### config.mk
export PLATFORM = sky130hd
export DESIGN_NAME = alarm_flags
export DESIGN_NICKNAME = d
export VERILOG_FILES = /design/src/rtl/alarm_pkg.sv /design/src/rtl/alarm_store.sv /design/src/rtl/match_timer.sv /design/src/rtl/power_flag.sv /design/src/rtl/alarm_flags.sv
export SDC_FILE = /design/constraint.sdc
export NUM_CORES = 1
export LEC_CHECK = 0
export ABC_AREA = 1
export CORE_MARGIN = 10
export CORE_UTILIZATION = 50
export CTS_CLUSTER_DIAMETER = 200
export DETAILED_ROUTE_END_ITERATION = 6
export DONT_BUFFER_PORTS = 1
export PLACE_DENSITY = 0.68
export SYNTH_ARGS = -nofsm -noshare
export SYNTH_HDL_FRONTEND = slang
export SYNTH_SLANG_ARGS = --single-unit
### constraint.sdc
create_clock -name clk_i -period 3.05 [get_ports clk_i]
set_input_delay 0.61 -clock clk_i [delete_from_list [all_inputs] [get_ports clk_i]]
set_output_delay 0.61 -clock clk_i [all_outputs]
set_load 0.05 [all_outputs]
### src/rtl/alarm_pkg.sv
`timescale 1ns/1ps
package alarm_pkg;
  localparam int MIN_W  = 7;
  localparam int HOUR_W = 6;
  localparam int DAY_W  = 6;
  localparam int MON_W  = 5;
  localparam int ALM_W  = MIN_W + HOUR_W + DAY_W + MON_W;

  typedef enum logic [1:0] {
    FLD_MIN  = 2'd0,
    FLD_HOUR = 2'd1,
    FLD_DAY  = 2'd2,
    FLD_MON  = 2'd3
  } fld_e;

  typedef struct packed {
    logic [MON_W-1:0]  mon;
    logic [DAY_W-1:0]  day;
    logic [HOUR_W-1:0] hour;
    logic [MIN_W-1:0]  min;
  } alarm_t;

  typedef enum logic [1:0] {
    PF_INTERNAL = 2'b00,
    PF_TEST     = 2'b01,
    PF_EXT_LOW  = 2'b10,
    PF_NONE     = 2'b11
  } pf_mode_e;
endpackage

### src/rtl/alarm_store.sv
`timescale 1ns/1ps
module alarm_store
  import alarm_pkg::*;
(
  input  logic       clk_i,
  input  logic       rst_ni,
  input  logic       wr_i,
  input  logic [1:0] sel_i,
  input  logic [7:0] wdata_i,
  output alarm_t     alarm_o,
  output logic [7:0] rdata_o
);
  alarm_t alarm_q;
  logic   unused_msb;

  assign unused_msb = wdata_i[7];

  always_ff @(posedge clk_i or negedge rst_ni) begin
    if (!rst_ni) begin
      alarm_q <= '0;
    end else if (wr_i) begin
      unique case (fld_e'(sel_i))
        FLD_MIN:  alarm_q.min  <= wdata_i[MIN_W-1:0];
        FLD_HOUR: alarm_q.hour <= wdata_i[HOUR_W-1:0];
        FLD_DAY:  alarm_q.day  <= wdata_i[DAY_W-1:0];
        default:  alarm_q.mon  <= wdata_i[MON_W-1:0];
      endcase
    end
  end

  always_comb begin
    rdata_o = '0;
    unique case (fld_e'(sel_i))
      FLD_MIN:  rdata_o[MIN_W-1:0]  = alarm_q.min;
      FLD_HOUR: rdata_o[HOUR_W-1:0] = alarm_q.hour;
      FLD_DAY:  rdata_o[DAY_W-1:0]  = alarm_q.day;
      default:  rdata_o[MON_W-1:0]  = alarm_q.mon;
    endcase
  end

  assign alarm_o = alarm_q;
endmodule

### src/rtl/match_timer.sv
`timescale 1ns/1ps
module match_timer #(
  parameter int DELAY_TICKS = 131
) (
  input  logic clk_i,
  input  logic rst_ni,
  input  logic min_edge_i,
  input  logic tick_i,
  output logic eval_o
);
  localparam int CNT_W = (DELAY_TICKS > 1) ? $clog2(DELAY_TICKS) : 1;
  localparam logic [CNT_W-1:0] LAST = CNT_W'(DELAY_TICKS - 1);

  logic             armed_q;
  logic [CNT_W-1:0] cnt_q;
  logic             eval_q;

  // a fresh minute edge restarts any pending count
  always_ff @(posedge clk_i or negedge rst_ni) begin
    if (!rst_ni) begin
      armed_q <= 1'b0;
      cnt_q   <= '0;
      eval_q  <= 1'b0;
    end else begin
      eval_q <= 1'b0;
      if (min_edge_i) begin
        armed_q <= 1'b1;
        cnt_q   <= '0;
      end else if (armed_q && tick_i) begin
        if (cnt_q == LAST) begin
          armed_q <= 1'b0;
          eval_q  <= 1'b1;
        end else begin
          cnt_q <= cnt_q + 1'b1;
        end
      end
    end
  end

  assign eval_o = eval_q;
endmodule

### src/rtl/power_flag.sv
`timescale 1ns/1ps
module power_flag
  import alarm_pkg::*;
(
  input  logic clk_i,
  input  logic rst_ni,
  input  logic ext_mode_i,
  input  logic pfin_i,
  input  logic pf_det_i,
  input  logic exec_wr_i,
  output logic powf_o,
  output logic test_det_o
);
  pf_mode_e mode_w;
  logic     fail_w;
  logic     test_w;
  logic     powf_q;

  assign mode_w = pf_mode_e'({ext_mode_i, pfin_i});

  always_comb begin
    fail_w = 1'b0;
    test_w = 1'b0;
    unique case (mode_w)
      PF_INTERNAL: fail_w = pf_det_i;
      PF_TEST:     test_w = 1'b1;
      PF_EXT_LOW:  fail_w = 1'b1;   // external line sensed low
      default:     fail_w = 1'b0;
    endcase
  end

  always_ff @(posedge clk_i or negedge rst_ni) begin
    if (!rst_ni)        powf_q <= 1'b1;
    else if (test_w)    powf_q <= 1'b0;
    else if (fail_w)    powf_q <= 1'b1;
    else if (exec_wr_i) powf_q <= 1'b0;
  end

  assign powf_o     = powf_q;
  assign test_det_o = test_w & pf_det_i;
endmodule

### src/rtl/alarm_flags.sv
`timescale 1ns/1ps
module alarm_flags
  import alarm_pkg::*;
#(
  parameter int DELAY_TICKS = 131
) (
  input  logic              clk_i,
  input  logic              rst_ni,
  input  logic              tick_en_i,
  input  logic              min_edge_i,
  input  logic [MIN_W-1:0]  time_min_i,
  input  logic [HOUR_W-1:0] time_hour_i,
  input  logic [DAY_W-1:0]  time_day_i,
  input  logic [MON_W-1:0]  time_mon_i,
  input  logic              alm_wr_i,
  input  logic [1:0]        alm_sel_i,
  input  logic [7:0]        alm_wdata_i,
  input  logic              clr_comp_i,
  input  logic              set_noda_i,
  input  logic              clr_noda_i,
  input  logic              exec_wr_i,
  input  logic              pf_det_i,
  input  logic              ext_mode_i,
  input  logic              pfin_i,
  output logic [7:0]        alm_rdata_o,
  output logic              comp_o,
  output logic              noda_o,
  output logic              powf_o,
  output logic              test_det_o
);
  alarm_t alarm_w;
  alarm_t now_w;
  logic   eval_w;
  logic   hm_eq_w;
  logic   date_eq_w;
  logic   hit_w;
  logic   comp_q;
  logic   noda_q;

  alarm_store u_store (
    .clk_i   (clk_i),
    .rst_ni  (rst_ni),
    .wr_i    (alm_wr_i),
    .sel_i   (alm_sel_i),
    .wdata_i (alm_wdata_i),
    .alarm_o (alarm_w),
    .rdata_o (alm_rdata_o)
  );

  match_timer #(.DELAY_TICKS(DELAY_TICKS)) u_timer (
    .clk_i      (clk_i),
    .rst_ni     (rst_ni),
    .min_edge_i (min_edge_i),
    .tick_i     (tick_en_i),
    .eval_o     (eval_w)
  );

  power_flag u_pwr (
    .clk_i      (clk_i),
    .rst_ni     (rst_ni),
    .ext_mode_i (ext_mode_i),
    .pfin_i     (pfin_i),
    .pf_det_i   (pf_det_i),
    .exec_wr_i  (exec_wr_i),
    .powf_o     (powf_o),
    .test_det_o (test_det_o)
  );

  assign now_w     = '{mon: time_mon_i, day: time_day_i, hour: time_hour_i, min: time_min_i};
  assign hm_eq_w   = (alarm_w.min == now_w.min) && (alarm_w.hour == now_w.hour);
  assign date_eq_w = (alarm_w.day == now_w.day) && (alarm_w.mon == now_w.mon);
  assign hit_w     = hm_eq_w && (noda_q || date_eq_w);

  // set beats a coincident clear
  always_ff @(posedge clk_i or negedge rst_ni) begin
    if (!rst_ni)               comp_q <= 1'b0;
    else if (eval_w && hit_w)  comp_q <= 1'b1;
    else if (clr_comp_i)       comp_q <= 1'b0;
  end

  always_ff @(posedge clk_i or negedge rst_ni) begin
    if (!rst_ni)         noda_q <= 1'b0;
    else if (set_noda_i) noda_q <= 1'b1;
    else if (clr_noda_i) noda_q <= 1'b0;
  end

  assign comp_o = comp_q;
  assign noda_o = noda_q;
endmodule

==> impl_metrics.py, run 1 <==
metrics = {
    "outcome": {
        "status": "finished, final reports clean",
    },
    "timing": {
        "fin_ws_ns": 0.952,
        "tns_ns": 0,
        "finalSetupViolations": 0,
        "worst_pin_slew_ns": 0.976,
        "rsz0062_at_grt": "no",
        "relSlewSlack": 0.347,
        "period_share": 0.688,
        "fin_crit_ns": 2.10,
        "skew_ns": 0.00975,
        "clock.fmax_ghz": 0.477,
        "holdWs_ns": 0.158,
        "finalMaxSlewViolations": 0,
        "finalHoldViolCount": 0,
    },
    "synth": {
        "ys_seq_area_frac": 0.423,
        "ys_seq_elements": 37,
        "syn-num-nets": 354,
        "yosysWarnings": 0,
        "synth_top_area_share": 0.411,
        "yosys-top-cells-area": "dfrtp_1 (41%), nand2_1 (18%), inv_1 (8.6%)",
        "synth_area_per_cell_sq_um": 7.16,
        "synthCells": 306,
        "yosysUniqueCellTypes": 30,
        "syn-cell-area_sq_um": 2190,
        "yosysTopAreaCell": "dfrtp_1",
    },
    "place": {
        "place.gp.congestion": 0.847,
        "pre_cts_ws_ns": 0.983,
        "dp_hpwl_mm": 4.04,
        "portBuffers": 0,
    },
    "global_routing": {
        "grt_max_degree": 23,
        "grt_pass1_wl_mm": 8.76,
        "grt_use_total": 0.146,
        "antenna_found_initial": 0,
        "overflow": 0,
        "grt_pass1_vias": 1850,
    },
    "layout": {
        "areaGrowthSynthToFinish_pct": 11.4,
        "mostFrequentLayoutCells": "nand2_1 (103), inv_1 (50), dfrtp_1 (36)",
        "layout_commonest_cell": "nand2_1",
        "fin_nets": 365,
        "nFillCells": 417,
        "drive_gt1_frac": 0.104,
        "diodes": 0,
        "fin_util": 0.568,
    },
    "floorplan": {
        "row_count": 24,
        "dieArea_sq_um": 7430,
        "die_h_um": 86.2,
        "pin_count": 58,
        "core-area_sq_um": 4290,
        "fp.dieW_um": 86.2,
        "initial_core_util": 0.510,
    },
    "detailed_routing": {
        "wire_per_inst_um": 14.2,
        "vias": 1857,
        "drt_iter0_markers": 90,
        "wl_mm": 5.27,
        "ant_nets": 0,
        "vias_per_cell": 5.02,
        "drc_errors": 0,
        "first_pass_iters": 4,
    },
    "power": {
        "p_leak_nw": 1.27,
        "peakVddDrop_mv": 0.303,
        "p_per_area_nw_per_um2": 580,
    },
    "clock_network": {
        "root_buffer": "clkbuf_8",
        "cts_sinks": 37,
        "cts_tree": "built",
        "h-tree-depth": 2,
        "cts_setup_buffers": 0,
        "cts_buffer_depth": 2,
        "clock_latency_ns": 0.29,
        "cts.clk_slew.worst_paths_ns": 0.08,
        "holdBufCountCts": 1,
        "cts_buffers": 5,
        "cts_repair_resize_count": 0,
    },
    "worst_setup_path": {
        "arrival_ns": 1.49,
        "crit_type": "reg -> out",
        "crit_chain": "inv_1 -> o21ai_1",
        "worstSetupStartpointType": "flip-flop",
        "slowest_delay_ns": 0.75,
        "crit_buf_inv": 1,
        "crit_required_ns": 2.44,
        "path_delay_family": "compound AO/OA/AOI/OAI gates",
        "crit_path_end_kind": "primary output",
        "crit_fanout": 3,
        "slowest_stage": "o21ai_1",
    },
    "flow_run": {
        "maxCapViolCount": 0,
    },
    "min_path": {
        "hp-class": "in -> async",
    },
}
## flip-flops by register name, summed over array words and instances, names as in the netlist
| signal | cells |
|---|---|
| comp_o | 1 |
| noda_o | 1 |
| u_pwr.powf_o | 1 |
| u_store.alarm_o | 24 |
| u_timer.armed_q | 1 |
| u_timer.cnt_q | 8 |
| u_timer.eval_o | 1 |
## where the power goes
group / internal, W / switching, W / total, W
clock: 0.000329 / 0.000184 / 0.000513
sequential: 0.000549 / 0.0000633 / 0.000613
combinational: 0.000101 / 0.000188 / 0.000289
total: 0.000980 / 0.000435 / 0.00141
## metrics by stage
step	instances	cell area (sq um)	power [W]
floorplan	306	2190	0.000831
global placement	360	2280	0.000890
detailed placement	360	2280	0.000898
CTS	369	2430	0.00142
global route	370	2440	0.00150
finish	370	2440	0.00141
## cells by family (layout without fill, tap and decap cells)
family                     Yosys count  after routing  share of synthesized area
buffers and inverters               60             72                      0.107
adders and majority gates            2              2                     0.0114
other                                1              1                    0.00171
AOI/OAI and AO/OA                   49             49                      0.136
DFF                                 37             37                      0.423
xor gates and xnor gates            11             11                     0.0440
and+or+nand+nor                    146            146                      0.276
## synth_stat cells
master     number
o2111ai_1       4
buf_2           3
a21oi_1         1
o21ai_1        15
o221ai_1        1
a221oi_1        1
a21oi_4         1
inv_1          50
nand2_2         2
xor2_1          3
nor2_4          1
inv_4           1
dfstp_2         1
xnor2_1         8
ha_1            2
inv_2           5
o21ai_2         3
nand4_1         3
nor2_2          2
o21ai_0        20
nand4_2         2
buf_4           1
nand3_1         9
nor2_1         23
nand2_1       103
nor3b_1         1
o31ai_1         1
conb_1          1
o21bai_1        2
dfrtp_1        36
## worst register-to-register path, cell delays in order, from the launching register on
cell and delay [ns]:
dfrtp_1 0.37, inv_1 0.08, ha_1 0.21, nand4_2 0.10, nor2_2 0.06, a21oi_4 0.26, inv_4 0.10, nand2_1 0.07
o21ai_1 0.06
## per-layer routing
layer  vias up  GRT usage  share of wire
met5         -          0              0
met4         0     0.0515          0.019
li1        970          -              -
met3        10     0.0563          0.082
met2        42      0.257           0.49
met1       835      0.156           0.40
## worst paths after layout
path	startpoint	end	slack (ns)	depth (start not counted)
max in group asynchronous	rst_ni	u_store.alarm_o[4]	1.54	1
worst min register to register	u_store.alarm_o[5]	u_store.alarm_o[5]	0.49	2
worst max-delay path	u_store.alarm_o[20]	alm_rdata_o[1]	0.95	2
min in group clk_i	exec_wr_i	u_pwr.powf_o	0.38	1
worst max register to register	u_timer.cnt_q[0]	u_timer.cnt_q[1]	1.63	8
worst min-delay path	rst_ni	u_pwr.powf_o	0.16	0
## area by class of cell
class / instances / area (sq um) / share of cell area
multi-input cells: 209 / 1030 / 0.423
flip-flops and latches: 37 / 927 / 0.380
clock buffers: 5 / 68.8 / 0.0282
inverters: 56 / 213 / 0.0871
well taps: 52 / 65.1 / 0.0267
repair buffers: 8 / 65.1 / 0.0267
clock inverters: 3 / 68.8 / 0.0282
No activity file was read; power rests on OpenSTA's default activity.
==> inputs of run 2 (changes only) <==
- clock period: 3.05 -> 2.15 ns (I/O delays scaled with it)
==> run 2 against run 1 <==
Net effect: non-clock buffer count is 2 higher; sequential power is 41% higher; hold slack better by 0.037 ns; highest routed layer unchanged; total power is 25% higher; clock power is 5.8% lower; clock skew is 0.0013 ns lower; first-iteration DRC count is 67% higher; critical endpoint unchanged; sequential share of layout area is 0.41 points higher.
==> impl_metrics.py, run 2 (same netlist as run 1, synthesis figures left out) <==
metrics = {
    "power": {
        "pwr-share-clk": 0.274,
        "p_leak_nw": 1.26,
        "switchingPower_w": 0.000610,
        "p_total_w": 0.00176,
        "p_seq_frac": 0.491,
        "p_int_w": 0.00115,
        "combPwrFrac": 0.235,
        "p_per_area_nw_per_um2": 730,
        "switching_share": 0.346,
        "peakVddDrop_mv": 0.352,
    },
    "global_routing": {
        "grt.busiest_layer": "met2",
        "grt_use_total": 0.143,
        "grt_pass1_vias": 1847,
        "grt_util_met2": 0.250,
        "grt_max_degree": 38,
        "grt_util_met1": 0.160,
        "gr-usage-met3": 0.0516,
        "antenna_found_initial": 0,
        "overflow": 0,
        "grt_pass1_wl_mm": 8.74,
    },
    "layout": {
        "largest_reg_flops": 24,
        "areaGrowthSynthToFinish_pct": 10.2,
        "stdcell_count": 372,
        "mostFrequentLayoutCells": "nand2_1 (103), inv_1 (50), dfrtp_1 (36)",
        "nFillCells": 422,
        "layout_commonest_cell": "nand2_1",
        "drive_gt1_frac": 0.113,
        "fin_nets": 367,
        "diodes": 0,
    },
    "min_path": {
        "hp-class": "in -> reg",
        "min_from": "exec_wr_i",
        "hold_depth": 1,
        "holdPathEnd": "u_pwr.powf_o",
    },
    "detailed_routing": {
        "wl_mm": 5.11,
        "drc_errors": 0,
        "drt_iter0_markers": 150,
        "wire_per_inst_um": 13.7,
        "first_pass_iters": 4,
        "vias_per_cell": 5.00,
        "vias": 1859,
        "ant_nets": 0,
    },
    "timing": {
        "period_share": 0.838,
        "finalSetupViolations": 0,
        "tns_ns": 0,
        "skew_ns": 0.00841,
        "rsz0062_at_grt": "no",
        "finalMaxSlewViolations": 0,
        "fin_crit_ns": 1.80,
        "fin_ws_ns": 0.347,
        "finalHoldViolCount": 0,
        "clock.fmax_ghz": 0.555,
    },
    "worst_setup_path": {
        "crit_start": "u_store.alarm_o[8]",
        "worstSetupStartpointType": "flip-flop",
        "crit_type": "reg -> out",
        "reg2reg_from": "u_timer.cnt_q[0]",
        "crit_path_end_kind": "primary output",
        "rr_worst_depth": 8,
        "crit_required_ns": 1.72,
        "reg2reg_slack_ns": 0.73,
        "arrival_ns": 1.37,
        "crit_fanout": 3,
        "rr_endpoint": "u_timer.cnt_q[5]",
    },
    "clock_network": {
        "root_buffer": "clkbuf_8",
        "cts.clk_slew.worst_paths_ns": 0.08,
        "h-tree-depth": 2,
        "clock_latency_ns": 0.29,
        "cts_tree": "built",
        "cts_setup_buffers": 0,
        "cts_buffer_depth": 2,
        "cts_sinks": 37,
        "cts_buffers": 5,
    },
    "place": {
        "pre_cts_ws_ns": 0.487,
        "dp_hpwl_mm": 4.07,
        "placed_cells": 362,
        "portBuffers": 0,
        "place.gp.congestion": 0.861,
    },
    "floorplan": {
        "pin_count": 58,
        "core-area_sq_um": 4290,
        "dieArea_sq_um": 7430,
        "initial_core_util": 0.510,
        "die_h_um": 86.2,
        "fp.dieW_um": 86.2,
        "row_count": 24,
    },
    "outcome": {
        "status": "finished, final reports clean",
    },
    "flow_run": {
        "maxCapViolCount": 0,
    },
}
==> run 2: repair_timing <==
item | in CTS | in global routing
hold buffers | 2 | 0
resized for setup | 0 | 0
hold endpoints to repair | 37 | 0
==> run 2: worst max-delay path by stage <==
stage | end | slack, ns | cells past startpoint
2_1_floorplan | test_det_o | 0.10 | 2
3_3_place_gp | alm_rdata_o[0] | 0.50 | 4
3_5_place_dp | alm_rdata_o[3] | 0.49 | 4
4_1_cts | alm_rdata_o[1] | 0.32 | 5
5_1_grt | alm_rdata_o[1] | 0.28 | 5
6_report | alm_rdata_o[1] | 0.35 | 5
==> run 2: critical path, stage by stage, from the launching register on <==
cell	delay (ns)
dfrtp_1	0.38
inv_1	0.10
nor2_1	0.05
a221oi_1	0.23
o21ai_1	0.11
buf_4	0.20
==> run 2: power groups by stage <==
stage	Combinational (W)	Sequential (W)	Clock, W
after floorplan	0.000320	0.000859	0
final	0.000414	0.000867	0.000483
after global placement	0.000389	0.000880	0
after global routing	0.000469	0.000880	0.000523
after detailed placement	0.000398	0.000882	0
after CTS	0.000420	0.000868	0.000495
==> run 2: final cells by class <==
class,count,area [sq um],share of cell area
clock inverter,3,17.5,0.00725
timing repair buffer,10,90.1,0.0373
clock buffer,5,68.8,0.0285
inverter,56,213,0.0881
tap,52,65.1,0.0269
sequential,37,927,0.384
multi-input combinational,209,1030,0.428
==> run 2: metal layers <==
| layer | wire length [um] | share of wire |
|---|---|---|
| met3 | 391 | 0.077 |
| met1 | 2040 | 0.40 |
| met2 | 2600 | 0.51 |
| met4 | 78 | 0.015 |
| met5 | 0 | 0 |
==> run 2: through the flow <==
step / hold slack [ns] / cell area (sq um) / util
4_1_cts: 0.190 / 2410 / 0.562
3_3_place_gp: 0.136 / 2300 / 0.535
5_1_grt: 0.194 / 2410 / 0.562
2_1_floorplan: 0.134 / 2190 / -
3_5_place_dp: 0.136 / 2300 / 0.535
6_report: 0.195 / 2410 / 0.562
==> inputs of run 3 (changes only) <==
- PLACE_DENSITY: 0.68 -> 0.71
- clock period: 2.15 -> 1.55 ns (I/O delays scaled with it)
==> run 3 against run 2 <==
Net effect: clock skew down 0.0040 ns; largest cell class unchanged; cell count up 1.6%; total power up 46%; critical endpoint unchanged; cell area up 4.4%; sequential power up 38%; hold slack worse by 0.12 ns; worst setup slack worse by 0.34 ns.
==> impl_metrics.py, run 3 (same netlist as run 1, synthesis figures left out) <==
metrics = {
    "outcome": {
        "status": "finished, final reports clean",
    },
    "detailed_routing": {
        "drt_iter0_markers": 98,
        "vias_per_cell": 5.03,
        "first_pass_iters": 5,
        "wl_mm": 5.10,
        "drc_errors": 0,
        "vias": 1903,
        "wire_per_inst_um": 13.5,
        "ant_nets": 0,
    },
    "place": {
        "placed_cells": 363,
        "portBuffers": 0,
        "pre_cts_ws_ns": 0.117,
        "place.gp.congestion": 0.820,
        "dp_hpwl_mm": 4.09,
    },
    "global_routing": {
        "antenna_found_initial": 0,
        "grt_max_degree": 38,
        "grt_pass1_wl_mm": 8.78,
        "gr-usage-met3": 0.0610,
        "grt_use_total": 0.145,
        "grt_util_met2": 0.231,
        "grt.busiest_layer": "met2",
        "grt_pass1_vias": 1875,
        "grt_util_met1": 0.179,
        "overflow": 0,
    },
    "floorplan": {
        "pin_count": 58,
        "initial_core_util": 0.510,
        "dieArea_sq_um": 7430,
        "die_h_um": 86.2,
        "fp.dieW_um": 86.2,
        "core-area_sq_um": 4290,
        "row_count": 24,
    },
    "power": {
        "p_per_area_nw_per_um2": 1020,
        "peakVddDrop_mv": 0.460,
        "p_total_w": 0.00258,
        "p_leak_nw": 1.31,
    },
    "timing": {
        "fin_ws_ns": 0.00523,
        "finalSetupViolations": 0,
        "finalHoldViolCount": 0,
        "rsz0062_at_grt": "yes",
        "finalMaxSlewViolations": 0,
        "period_share": 0.997,
        "fin_crit_ns": 1.54,
        "clock.fmax_ghz": 0.647,
        "skew_ns": 0.00439,
    },
    "clock_network": {
        "cts_sinks": 37,
        "h-tree-depth": 2,
        "cts.clk_slew.worst_paths_ns": 0.07,
        "clock_latency_ns": 0.29,
        "cts_buffer_depth": 2,
        "cts_buffers": 5,
        "root_buffer": "clkbuf_8",
        "cts_tree": "built",
    },
    "min_path": {
        "hold_depth": 1,
        "hp-class": "in -> reg",
        "min_from": "exec_wr_i",
        "holdPathEnd": "u_pwr.powf_o",
    },
    "worst_setup_path": {
        "path_delay_family": "flip-flops",
        "arrival_ns": 1.23,
        "crit_required_ns": 1.24,
        "rr_worst_depth": 8,
        "reg2reg_from": "u_timer.cnt_q[0]",
        "reg2reg_slack_ns": 0.11,
        "rr_endpoint": "u_timer.cnt_q[5]",
        "crit_buf_inv": 2,
        "slowest_delay_ns": 0.39,
        "crit_path_end_kind": "primary output",
        "slowest_stage": "dfrtp_1",
        "crit_type": "reg -> out",
        "worstSetupStartpointType": "flip-flop",
        "crit_fanout": 2,
        "crit_chain": "inv_2 -> nor2_2 -> a221oi_2 -> o21ai_1 -> buf_6",
    },
    "layout": {
        "areaGrowthSynthToFinish_pct": 15.0,
        "stdcell_count": 378,
        "fin_nets": 373,
        "diodes": 0,
        "largest_reg_flops": 24,
        "drive_gt1_frac": 0.150,
        "layout_commonest_cell": "nand2_1",
        "mostFrequentLayoutCells": "nand2_1 (103), inv_1 (49), dfrtp_1 (36)",
    },
    "flow_run": {
        "maxCapViolCount": 0,
    },
}
==> run 3: worst register-to-register path, stage by stage, from the launching register on <==
cell and delay, ns:
dfrtp_1 0.37, inv_1 0.08, ha_1 0.21, nand4_2 0.10
nor2_2 0.06, a21oi_4 0.27, inv_4 0.10, nand2_1 0.09
o21ai_2 0.06
==> run 3: final cells by class <==
class                      count  area, sq um
fill                         392         1770
multi-input combinational    209         1070
sequential                    37          927
inverter                      56          213
timing repair buffer          16          146
clock buffer                   7         96.3
tap                           52         65.1
clock inverter                 1         5.00
==> run 3: routing by layer <==
layer	share of wire	vias to the layer above
met4	0.0049	0
met5	0	-
met1	0.44	848
met2	0.46	60
met3	0.098	4
li1	-	991
==> run 3: through the flow <==
step            util  TNS [ns]  cell area [sq um]  hold WS [ns]
2_1_floorplan      -    -0.444               2210        0.0144
3_3_place_gp   0.540         0               2320        0.0154
5_1_grt        0.587    -0.109               2520        0.0740
3_5_place_dp   0.540         0               2320        0.0156
6_report       0.587         0               2520        0.0790
4_1_cts        0.580  -0.00608               2490        0.0673
==> run 3: worst max path at each step <==
stage                  startpoint        endpoint  slack, ns  depth (start not counted)
6_report       u_store.alarm_o[8]  alm_rdata_o[1]      0.005                          5
5_1_grt        u_store.alarm_o[8]  alm_rdata_o[1]       -0.1                          5
4_1_cts        u_store.alarm_o[8]  alm_rdata_o[1]     -0.006                          5
3_5_place_dp         alm_sel_i[1]  alm_rdata_o[3]       0.12                          4
3_3_place_gp         alm_sel_i[1]  alm_rdata_o[3]       0.14                          4
2_1_floorplan        alm_sel_i[1]  alm_rdata_o[0]      -0.15                          3
==> run 3: power by group <==
| group | switching [W] | internal, W |
|---|---|---|
| clock | 0.000329 | 0.000401 |
| sequential | 0.000114 | 0.00108 |
| combinational | 0.000395 | 0.000254 |
==> run 3: repair_timing <==
item,4_1_cts,5_1_grt
hold endpoints to repair,37,0
pin swaps,2,0
gates resized for setup,4,4
buffers inserted,4,1
endpoints found under the setup margin,1,5
hold buffers,2,0
